[src/rtl/setup_unit_pkg.sv]
package setup_unit_pkg;
    localparam int DATA_W = 18;
    localparam int SC_W   = 6;
    localparam int OP_W   = 4;

    typedef enum logic [OP_W-1:0] {
        OP_NONE     = 4'd0,
        OP_OR_SC    = 4'd1,
        OP_OR_MQ    = 4'd2,
        OP_CPL_MQ   = 4'd3,
        OP_AC_GETSC = 4'd4,
        OP_AC_GETMQ = 4'd5,
        OP_ABS      = 4'd6,
        OP_CLR_MQ   = 4'd7,
        OP_MQ_GETAC = 4'd8,
        OP_SIGN_MAG = 4'd9
    } setup_op_e;

    typedef struct packed {
        logic [DATA_W-1:0] ac;
        logic [DATA_W-1:0] mq;
        logic              link;
        logic [SC_W-1:0]   sc;
    } regs_t;
endpackage

[src/rtl/setup_op_decode.sv]
module setup_op_decode
    import setup_unit_pkg::*;
(
    input  logic            op_valid,
    input  logic [OP_W-1:0] op_sel,
    output logic            accept,
    output setup_op_e       op
);
    logic legal;

    always_comb begin
        legal = (op_sel >= OP_W'(OP_OR_SC)) && (op_sel <= OP_W'(OP_SIGN_MAG));
        accept = op_valid && legal;
        op = accept ? setup_op_e'(op_sel) : OP_NONE;
    end
endmodule

[src/rtl/setup_datapath.sv]
module setup_datapath
    import setup_unit_pkg::*;
(
    input  regs_t     cur,
    input  setup_op_e op,
    output regs_t     nxt
);
    localparam int PAD_W = DATA_W - SC_W;

    logic              sign;
    logic [DATA_W-1:0] sc_wide;
    logic [DATA_W-1:0] ac_mag;

    always_comb begin
        sign    = cur.ac[DATA_W-1];
        sc_wide = {{PAD_W{1'b0}}, cur.sc};
        ac_mag  = sign ? ~cur.ac : cur.ac;
        nxt     = cur;
        case (op)
            OP_OR_SC:    nxt.ac = cur.ac | sc_wide;
            OP_OR_MQ:    nxt.ac = cur.ac | cur.mq;
            OP_CPL_MQ:   nxt.mq = ~cur.mq;
            OP_AC_GETSC: nxt.ac = sc_wide;
            OP_AC_GETMQ: nxt.ac = cur.mq;
            OP_ABS:      nxt.ac = ac_mag;
            OP_CLR_MQ:   nxt.mq = '0;
            OP_MQ_GETAC: nxt.mq = cur.ac;
            OP_SIGN_MAG: begin
                nxt.link = sign;
                nxt.ac   = ac_mag;
            end
            default:     nxt = cur;
        endcase
    end
endmodule

[src/rtl/setup_unit.sv]
module setup_unit
    import setup_unit_pkg::*;
(
    input  logic              clk,
    input  logic              rst_n,
    input  logic              op_valid,
    input  logic [OP_W-1:0]   op_sel,
    input  logic              ac_ld_en,
    input  logic [DATA_W-1:0] ac_ld_val,
    input  logic              mq_ld_en,
    input  logic [DATA_W-1:0] mq_ld_val,
    input  logic              link_ld_en,
    input  logic              link_ld_val,
    input  logic              sc_ld_en,
    input  logic [SC_W-1:0]   sc_ld_val,
    output logic [DATA_W-1:0] ac_out,
    output logic [DATA_W-1:0] mq_out,
    output logic              link_out,
    output logic [SC_W-1:0]   sc_out,
    output logic              done
);
    localparam int LOW_W = SC_W;

    regs_t     regs_q, regs_d, op_res;
    logic      done_q, done_d;
    logic      accept;
    setup_op_e op;

    setup_op_decode u_dec (
        .op_valid (op_valid),
        .op_sel   (op_sel),
        .accept   (accept),
        .op       (op)
    );

    setup_datapath u_dp (
        .cur (regs_q),
        .op  (op),
        .nxt (op_res)
    );

    always_comb begin
        regs_d = op_res;
        if (ac_ld_en)   regs_d.ac   = ac_ld_val;
        if (mq_ld_en)   regs_d.mq   = mq_ld_val;
        if (link_ld_en) regs_d.link = link_ld_val;
        if (sc_ld_en)   regs_d.sc   = sc_ld_val;
        done_d = accept;
    end

    always_ff @(posedge clk) begin
        if (!rst_n) begin
            regs_q <= '0;
            done_q <= 1'b0;
        end else begin
            regs_q <= regs_d;
            done_q <= done_d;
        end
    end

    assign ac_out   = regs_q.ac;
    assign mq_out   = regs_q.mq;
    assign link_out = regs_q.link;
    assign sc_out   = regs_q.sc;
    assign done     = done_q;

    logic no_ld;
    assign no_ld = !ac_ld_en && !mq_ld_en && !link_ld_en && !sc_ld_en;

    p_or_sc_r3: assert property (@(posedge clk) disable iff (!rst_n)
        (op_valid && op_sel == 4'd1 && no_ld) |=>
        (ac_out[LOW_W-1:0] == ($past(ac_out[LOW_W-1:0]) | $past(sc_out)))
        && $stable(ac_out[DATA_W-1:LOW_W]) && $stable(sc_out));

    p_or_mq_r4: assert property (@(posedge clk) disable iff (!rst_n)
        (op_valid && op_sel == 4'd2 && no_ld) |=>
        (ac_out == ($past(ac_out) | $past(mq_out))) && $stable(mq_out));

    p_clr_mq_r5: assert property (@(posedge clk) disable iff (!rst_n)
        (op_valid && op_sel == 4'd7 && no_ld) |=> (mq_out == '0));

    p_abs_r7: assert property (@(posedge clk) disable iff (!rst_n)
        (op_valid && op_sel == 4'd6 && no_ld) |=>
        !ac_out[DATA_W-1] && $stable(link_out));

    p_sign_mag_r8: assert property (@(posedge clk) disable iff (!rst_n)
        (op_valid && op_sel == 4'd9 && no_ld) |=>
        (link_out == $past(ac_out[DATA_W-1])) && !ac_out[DATA_W-1]);

    p_done_pulse_r10: assert property (@(posedge clk) disable iff (!rst_n)
        done |=> !done || $past(accept));

    p_idle_r11: assert property (@(posedge clk) disable iff (!rst_n)
        (!accept && no_ld) |=> $stable(ac_out) && $stable(mq_out)
        && $stable(link_out) && $stable(sc_out) && !done);
endmodule

[config.mk]
export PLATFORM = sky130hd
export DESIGN_NAME = setup_unit
export DESIGN_NICKNAME = d
export VERILOG_FILES = /design/src/rtl/setup_unit_pkg.sv /design/src/rtl/setup_op_decode.sv /design/src/rtl/setup_datapath.sv /design/src/rtl/setup_unit.sv
export SDC_FILE = /design/constraint.sdc
export NUM_CORES = 1
export LEC_CHECK = 0
export ABC_AREA = 1
export BUFFER_PORTS_ARGS = -buffer_cell sky130_fd_sc_hd__buf_2
export CAP_MARGIN = 20
export CORE_MARGIN = 4
export CORE_UTILIZATION = 30
export DETAILED_ROUTE_END_ITERATION = 8
export GPL_ROUTABILITY_DRIVEN = 0
export PLACE_DENSITY = 0.53
export SLEW_MARGIN = 40
export SYNTH_ARGS = -nofsm -noshare
export SYNTH_HDL_FRONTEND = slang
export SYNTH_SLANG_ARGS = --single-unit
[constraint.sdc]
create_clock -name clk -period 1.5 [get_ports clk]
set_input_delay 0.15 -clock clk [delete_from_list [all_inputs] [get_ports clk]]
set_output_delay 0.15 -clock clk [all_outputs]
set_load 0.005 [all_outputs]
Word-level counts from Yosys, hierarchy flattened --
Index checks and enable logic that the tools add are counted.
Word-level totals: flip-flop bits (word level) 44, input bits 54, output and inout port bits 44, logic and storage cells 37
Operators by class: eq/ne operators 10, bitwise operators 4, reductions and logical operators 7, $lt $le $gt $ge 2, mux-type cells 8
Operator list (count):
- 18-bit case mux with 5 select lines | 1
- 18-bit 2-to-1 mux | 3
- 18-bit case mux with 3 select lines | 1
- 18-bit NOT | 2
- 18-bit OR | 1
- 18-bit by 6-bit OR with 18-bit output | 1
- 4-bit by 3-bit equality test with 1-bit output, second input constant | 4
- 4-bit by 2-bit equality test with 1-bit output, second input constant | 2
- 4-bit equality test, second input constant | 2
- 6-bit nonzero test | 1
- 4-bit by 1-bit equality test with 1-bit output, second input constant | 1
- 4-bit by 1-bit >= comparator with 1-bit output, second input constant | 1
- 4-bit less-or-equal comparator, second input constant | 1
- 4-bit 2-to-1 mux | 1
- 4-bit nonzero test | 1
- 3-bit by 1-bit inequality test with 1-bit output, second input constant | 1
- 1-bit logical AND | 2
- 1-bit 2-to-1 mux | 2
- 2-bit AND reduction | 1
- 2-bit nonzero test | 1
- 2-bit OR reduction | 1

Longest topological paths before layout --
Gate-level depths: netlist of the first run.
depth after elaboration 8, mapped depth 14, depth with buffers taken out 13

By module --
Synthesis of the first run repeated with hierarchy kept, for this count alone.
Unflattened totals: cells, all modules 567, area total of the unflattened synthesis 3383.2 µm²
By module, submodules not included:
- setup_unit | area each 2004.4 µm², cells an instance 275, instances 1, seq. area each 880.8 µm²
- setup_datapath | area each 1308.8 µm², cells an instance 277, instances 1, seq. area each 0.0 µm²
- setup_op_decode | area each 70.1 µm², cells an instance 15, instances 1, seq. area each 0.0 µm²

Worst setup path before layout of the first run --
OpenSTA, ideal clock, no wires.
kind input to register, from input op_sel[1], to register regs_q, in the netlist ac_out[5], slack -0.011 ns, arrival time 1.396 ns, stages 13, setup time 0.115 ns, buffers on the path 1, data required time 1.385 ns, cells stage by stage buf_6 nor2_2 nor2_4 nor2_8 o21ai_4 nand2_2 inv_2 nor2_4 nand3_2 nand2_4 inv_2 o21ai_1 nor2_1
Between the ends: cells in the longest elaborated chain, start to end 8, elaborated cells between the ends (all ways) 17, those cells by class order compare: 2; eq/ne: 7; mux: 3; reduce/logical: 5
RTL lines:
- start, declared | RTL line setup_unit.sv:7 | input logic [OP_W-1:0] op_sel,
- 4-bit by 1-bit >= comparator with 1-bit output or 4-bit less-or-equal comparator (tied branches) | RTL line setup_op_decode.sv:12 | legal = (op_sel >= OP_W'(OP_OR_SC)) && (op_sel <= OP_W'(OP_SIGN_MAG));
- 1-bit logical AND | RTL line setup_op_decode.sv:12
- 1-bit logical AND | RTL line setup_op_decode.sv:13 | accept = op_valid && legal;
- 4-bit 2-to-1 mux * | RTL line setup_op_decode.sv:14 | op = accept ? setup_op_e'(op_sel) : OP_NONE;
- 4-bit by 3-bit equality test with 1-bit output or 4-bit equality test (tied branches) | RTL line setup_datapath.sv:19 | case (op)
- 2-bit OR reduction (no source line)
- 18-bit case mux with 5 select lines (tied with other cells) | RTL line setup_datapath.sv:19
- 18-bit 2-to-1 mux or 2-bit AND reduction (tied branches)
- end signal, assigned | RTL line setup_unit.sv:56 | regs_q <= regs_d;
- end, declared | RTL line setup_unit.sv:24 | regs_t regs_q, regs_d, op_res;
Mark *: on every way between the ends. The rest lies on a longest branch, timed or not. A chain may end at the register's enable or synchronous reset.

Final worst setup path of the first run --
from input op_sel[1], to register regs_q, in the netlist ac_out[4]
The elaborated chain is that of the path after synthesis.

==> key figures, run 1 <==
Clock tree
  • H-tree levels: 2
  • Clock latency on the worst-skew pair: 0.30 ns
  • CTS Buf Count: 5
  • CTS tree: yes
  • Cts repair resizes: 0
  • Clock sink count: between 40 and 50
  • Root Driver: clkbuf_8
  • Clk buf depth: 2
  • Setup repair bufs after CTS: 0
  • Post-CTS Hold Buffers: 0
  • Register clock-pin slew on the reported worst setup and hold paths: ~0.080 ns

Run
  • Max Cap Violations: 0

Placement
  • Port Buffers: 97
  • Detailed Place HPWL: slightly below 8000 um

Floorplanning
  • Die X: 107 um
  • Die height: about 110 um
  • Boundary Pins: 98
  • # rows: 35
  • Starting Density: 31.4%
  • Die Area: 11,500 um2
  • Core box area: 9420 um2

Setup path
  • Worst reg2reg setup slack: 0.28 ns
  • Type of the worst setup path: in -> reg
  • CP dominant cell by count: nand2_1
  • CP Capture Type: flop
  • Critical path required time: 1.73 ns
  • Worst setup SP type: input pin
  • Critical Path Max Stage Delay: 0.28 ns
  • Maximum fanout along the worst path: 6
  • Reg-to-Reg Start: ac_out[17]
  • Cells on worst reg2reg path: 5
  • Slowest cell on crit path: nor2_2
  • Worst endpoint data arrival time: 1.60 ns
  • CP cell instances: buf_2, buf_12, o21ai_0, nand4_1, nor2_2, buf_4, nand2_1, nand2_1, nor2_1, nand3_1, nand2_1, a21oi_1
  • RR Endpoint: ac_out[12]

STA
  • Final Hold Fails: 0
  • Final Hold Slack: 0.0736 ns
  • F_max: 734 MHz
  • Crit share post-route: 90.9%
  • Worst slew pin tran: 0.411 ns
  • Tmin final: ~1.4 ns
  • Slew headroom: 71.9%
  • RSZ-0062 raised after global routing: false
  • Worst Skew: 0.00503 ns
  • Final Max Slew Viols: 0
  • Final Setup Violations: 0

Route
  • Vias: ~3,300
  • DR pass1 iterations: 4
  • Iter 0 DRT Violations: 127
  • Drc violations: 0
  • Vias/cell: 4.86
  • Wire length per cell: 15.2 um
  • Drt total wl: between 10,000 and 15,000 um
  • Post-DRT Antenna Nets: 0

Yosys
  • Mapped Cells: 424
  • Synth Area per Inst: 6.98 um2
  • Post-synth top area cell: dfxtp_1
  • Post-synth top area share: 29.8%
  • Flops & latches, synth: 44
  • Mapped Area: 2960 um2
  • Library cells used by synthesis: 33
  • Synth warnings: 0
  • Area contributors post-synth: dfxtp_1 (30%), a21oi_1 (11%), nand2_1 (10%)
  • Seq/Total Area, Yosys: 29.8%
  • Syn_nets: between 400 and 500

Final layout
  • Share of post-route cells with drive strength above 1: between 30% and 40%
  • Layout area overhead: 30.1%
  • Fin nets: 596
  • Layout fillers: approximately 1,000
  • Ant diodes: 0
  • Multi-input combinational cell area: approximately 1800 um2
  • Register Area: 881 um2
  • Final design utilization: 40.9%

Worst hold path
  • Min-Delay Startpoint: sc_ld_val[5]
  • Hold path depth: 3
  • Hold Path Class: in -> reg
  • Hold Path Sink: sc_out[5]

Global routing
  • Vias in the first global route: 3,105
  • Largest net degree at the start of global routing: 28
  • All-Layer GR Usage: 17.6%
  • Grt ovf: 0
  • Initial antenna violation count: 0
  • Global-route wire length before repair: 16,200 um

Power
  • Leak Pwr: 1.82 nW
  • VDD IR max: 0.000334 V
  • PnR Total Power: 0.00298 W
  • Pwr Density: between 700 and 800 nW/um2

Run status
  • Status: completed
cell type report:
| type | instances | share of cell area [%] |
|---|---|---|
| Clock buffer | 5 | 1.79 |
| Clock inverter | 2 | 0.325 |
| Inverter | 37 | 3.61 |
| Multi-Input combinational cell | 319 | 46.2 |
| Sequential cell | 44 | 22.9 |
| Tap cell | 129 | 4.20 |
| Timing Repair Buffer | 135 | 21.0 |
report_power, final:
group | internal, W | switching, W | total [W]
Sequential | 0.00127 | 0.000110 | 0.00138
Clock | 0.000317 | 0.000435 | 0.000752
Combinational | 0.000378 | 0.000469 | 0.000847
sequential cells by signal (all words and copies together) (netlist names):
name	cells
done	1
sc_out	6
link_out	1
ac_out	18
mq_out	18
worst max-delay path by stage:
stage,from,end,slack [ns],cells after the start
after floorplan,op_sel[1],ac_out[5],0.03,13
after global placement,op_sel[1],ac_out[1],-0.16,12
after detailed placement,op_sel[1],ac_out[4],-0.19,12
after CTS,op_sel[1],ac_out[4],0.12,12
after global routing,op_sel[1],ac_out[4],0.004,12
final,op_sel[1],ac_out[4],0.14,12
logic make-up after synthesis:
group	Yosys count	share of synthesized area, %
AOI/OAI and AO/OA	132	26.5
muxes	11	3.72
and+or+nand+nor	176	29.7
DFF	44	29.8
buffers and inverters	61	10.3
through the flow:
step	setup slack (ns)	TNS [ns]	cell area, um2	cells
6_report	0.137	0	3850	671
5_1_grt	0.00413	0	3850	671
4_1_cts	0.123	0	3850	671
3_5_place_dp	-0.188	-3.35	3770	664
3_3_place_gp	-0.163	-2.35	3770	664
2_1_floorplan	0.0293	0	2960	424
cell usage after synthesis:
cell	count
mux2i_1	11
o21ai_0	33
o22ai_1	8
nand4_1	1
nand3_4	1
a2111oi_0	1
nand2_4	2
o21ai_1	11
nand4_2	1
o22ai_2	10
nand2_2	3
nand3_1	43
a21oi_1	64
buf_8	1
nor2_8	1
buf_2	4
nand3_2	6
nand4_4	1
nand2_1	79
a21oi_2	1
o21ai_4	2
buf_6	7
nor2_2	2
nor2_4	4
o21ai_2	2
clkbuf_1	10
dfxtp_1	44
buf_4	2
clkinv_1	2
inv_2	5
nor2_1	28
or2_2	4
inv_1	30
worst max-delay path: cells and delay by family:
family                 cells  cell delay (ns)
and+or+nand+nor            7             0.69
buffers and inverters      3             0.47
AOI/OAI and AO/OA          2             0.27
metal layers:
| metal | up-vias | global-route usage, % | wire length [um] |
|---|---|---|---|
| li1 | 1677 | - | - |
| met1 | 1473 | 24.8 | 4860 |
| met2 | 105 | 28.0 | 4600 |
| met3 | 7 | 3.00 | 678 |
| met4 | 0 | 3.84 | 82 |
| met5 | - | 0 | 0 |
cell usage in the layout, fill, tap and decap left out, types with 5 or more instances in the layout:
cell and n:
dfxtp_1 44, nand3_1 43, o21ai_1 11, o22ai_1 8, o21ai_0 33, o22ai_2 10, nand3_2 6, inv_2 5
nand2_1 79, clkbuf_8 5, mux2i_1 11, inv_1 30, buf_2 97, buf_4 35, nor2_1 28, a21oi_1 64
nor2_4 5
(Power assumes the default switching activity.)
==> run 2: changes to the inputs <==
==> constraint.sdc (replaced) <==
create_clock -name clk -period 1.5 [get_ports clk]
set_input_delay 0.3 -clock clk [delete_from_list [all_inputs] [get_ports clk]]
set_output_delay 0.3 -clock clk [all_outputs]
set_load 0.005 [all_outputs]
==> run 2 against run 1 <==
  * The run now ends with setup timing left
  * Critical path depth up 1
  * Worst hold slack improved by 0.14 ns
  * Highest routed layer unchanged
  * Critical path type unchanged
  * Critical endpoint is now ac_out[5]
  * Combinational power grew 9.3%
==> key figures, run 2 (same netlist as run 1, synthesis figures left out) <==
Final layout
  • Fin nets: 607 (+1.8%)
  • Layout area overhead: 37.3%
  • Multi-input combinational cell area: 1880 um2 (+5.8%)
  • Layout Cells excl Fill: 683 (+1.8%)
  • Ant diodes: 0 (unchanged)
  • Most frequent cells in the layout: buf_2 (95), nand2_1 (78), a21oi_1 (62)
  • Most common cell after layout, fill and taps aside: buf_2
  • Layout fillers: 1,007 (-3.2%)
  • Register Area: 881 um2 (unchanged)
  • Share of post-route cells with drive strength above 1: 37.5% (+3.0 points)
  • Final design utilization: 43.1% (+2.3 points)

Setup path
  • Maximum fanout along the worst path: 6 (unchanged)
  • CP Capture Type: flop
  • Critical path required time: 1.70 ns (-0.03 ns)
  • Worst setup SP type: input pin
  • Worst endpoint data arrival time: 1.71 ns (+0.11 ns)
  • CP cell instances: buf_8, nor2_4, nor2_4, nor2_8, o21ai_4, nand2_4, inv_4, nor2_4, nand3_4, nand2_4, inv_4, o21ai_2, nor2_1
  • Critical Path Max Stage Delay: 0.20 ns (-0.08 ns)
  • Slowest cell on crit path: nor2_8
  • CP dominant cell by count: nor2_4
  • CP top delay family: simple AND/OR/NAND/NOR gates
  • Type of the worst setup path: in -> reg
  • Buf+Inv Stages, Crit Path: 3 (unchanged)

Global routing
  • Largest net degree at the start of global routing: 19 (-32%)
  • Initial antenna violation count: 0 (unchanged)
  • Grt ovf: 0 (unchanged)
  • Global-route wire length before repair: 16,700 um (+3.1%)
  • All-Layer GR Usage: 18.3% (+0.74 points)
  • Vias in the first global route: 3,247 (+4.6%)

STA
  • Worst slew pin tran: 0.332 ns (-0.0793 ns)
  • Final Hold Slack: 0.215 ns (+0.141 ns)
  • RSZ-0062 raised after global routing: true
  • Final Max Slew Viols: 0 (unchanged)
  • Slew headroom: 77.3% (+5.4 points)
  • Final Setup Violations: 2 (+2)
  • Final worst slack: -0.00946 ns (-0.146 ns)
  • F_max: 662 MHz (-9.7%)
  • Final Hold Fails: 0 (unchanged)
  • Crit share post-route: 101% (+9.8 points)
  • Worst Skew: 0.00876 ns (+0.00373 ns)
  • Tmin final: 1.51 ns (+0.146 ns)

Route
  • DR pass1 iterations: 4 (unchanged)
  • Drt total wl: 10,900 um (+6.5%)
  • Vias/cell: 4.98 (+2.4%)
  • Drc violations: 0 (unchanged)
  • Wire length per cell: 15.9 um (+4.6%)
  • Iter 0 DRT Violations: 159 (+25%)
  • Vias: 3,399 (+4.2%)
  • Post-DRT Antenna Nets: 0 (unchanged)

Clock tree
  • Clk buf depth: 2 (unchanged)
  • Root Driver: clkbuf_8
  • Clock sink count: 44 (unchanged)
  • Clock latency on the worst-skew pair: 0.30 ns (about the same)
  • CTS Buf Count: 5 (unchanged)
  • Register clock-pin slew on the reported worst setup and hold paths: 0.09 ns (about the same)
  • CTS tree: yes
  • H-tree levels: 2 (unchanged)

Run status
  • Failing checks: setup timing
  • Status: complete, but fails checks

Power
  • Pwr Density: 756 nW/um2 (-2.3%)
  • Leak Pwr: 1.92 nW (+5.2%)
  • VDD IR max: 0.000285 V (-15%)

Floorplanning
  • Die Area: 11,500 um2 (unchanged)
  • Die height: 107 um (unchanged)
  • Die X: 107 um (unchanged)
  • Boundary Pins: 98 (unchanged)
  • Core box area: 9420 um2 (unchanged)
  • Starting Density: 31.4% (unchanged)
  • # rows: 35 (unchanged)

Placement
  • Port Buffers: 97 (unchanged)
  • Dpl cells: 668 (+0.60%)
  • Detailed Place HPWL: 7780 um (+0.94%)

Worst hold path
  • Hold Path Class: in -> reg

Run
  • Max Cap Violations: 0 (unchanged)
[run 2: changes by cell type in the layout (fill, tap and decap cells not counted), sizes merged]
cell      change
nand2         +2
clkbuf        +2
clkinvlp      -1
buf           +9
[run 2: layout make-up]
type	instances	area share (%)
repair buffers	144	22.3
clock inverters	1	0.216
inverters	37	3.67
well taps	129	3.97
flip-flops and latches	44	21.7
clock buffers	7	1.88
multi-input cells	321	46.3
[run 2: worst paths after layout]
kind | from | end | slack, ns | depth (start not counted)
worst max-delay path | op_sel[2] | ac_out[5] | -0.009 | 13
worst min-delay path | sc_ld_val[5] | sc_out[5] | 0.22 | 3
worst max register to register | ac_out[0] | ac_out[0] | 0.29 | 7
worst min register to register | ac_out[7] | ac_out[7] | 0.50 | 2
[run 2: report_power, final]
group,leakage (nW),internal [W],switching [W]
logic,1.51,0.000412,0.000515
clock network,0.0424,0.000334,0.000433
registers,0.365,0.00127,0.000110
[run 2: routing by layer]
| layer | GRT usage [%] | part of all wire, % | routed length (um) | vias to the layer above |
|---|---|---|---|---|
| met1 | 24.6 | 45 | 4950 | 1568 |
| met3 | 3.84 | 6.9 | 754 | 12 |
| met4 | 4.38 | 1.7 | 183 | 0 |
| met2 | 29.9 | 46 | 5000 | 115 |
| met5 | 0 | 0 | 0 | - |
| li1 | - | - | - | 1704 |
[run 2: worst register-to-register path: cells and delay by family (launching register included)]
| kind | cells | cell delay, ns |
|---|---|---|
| AND/OR/NAND/NOR | 6 | 0.69 |
| flip-flops | 1 | 0.35 |
| AO/OA/AOI/OAI | 1 | 0.05 |
[run 2: through the flow]
stage	instance area, um2	worst slack [ns]	power (W)	TNS, ns
finish	4060	-0.00946	0.00307	-0.0113
global placement	3770	-0.309	0.00225	-8.55
CTS	3880	-0.000778	0.00303	-0.000778
global route	4060	-0.106	0.00326	-1.06
floorplan	2970	-0.118	0.00188	-2.62
detailed placement	3770	-0.341	0.00226	-9.89
[run 2: what timing repair did]
action | 4_1_cts | 5_1_grt
pin swaps | 1 | 22
setup buffers | 2 | 3
cloned | 0 | 2
hold buffers | 0 | 0
endpoints found under the setup margin | 12 | 35
gates resized for setup | 1 | 41
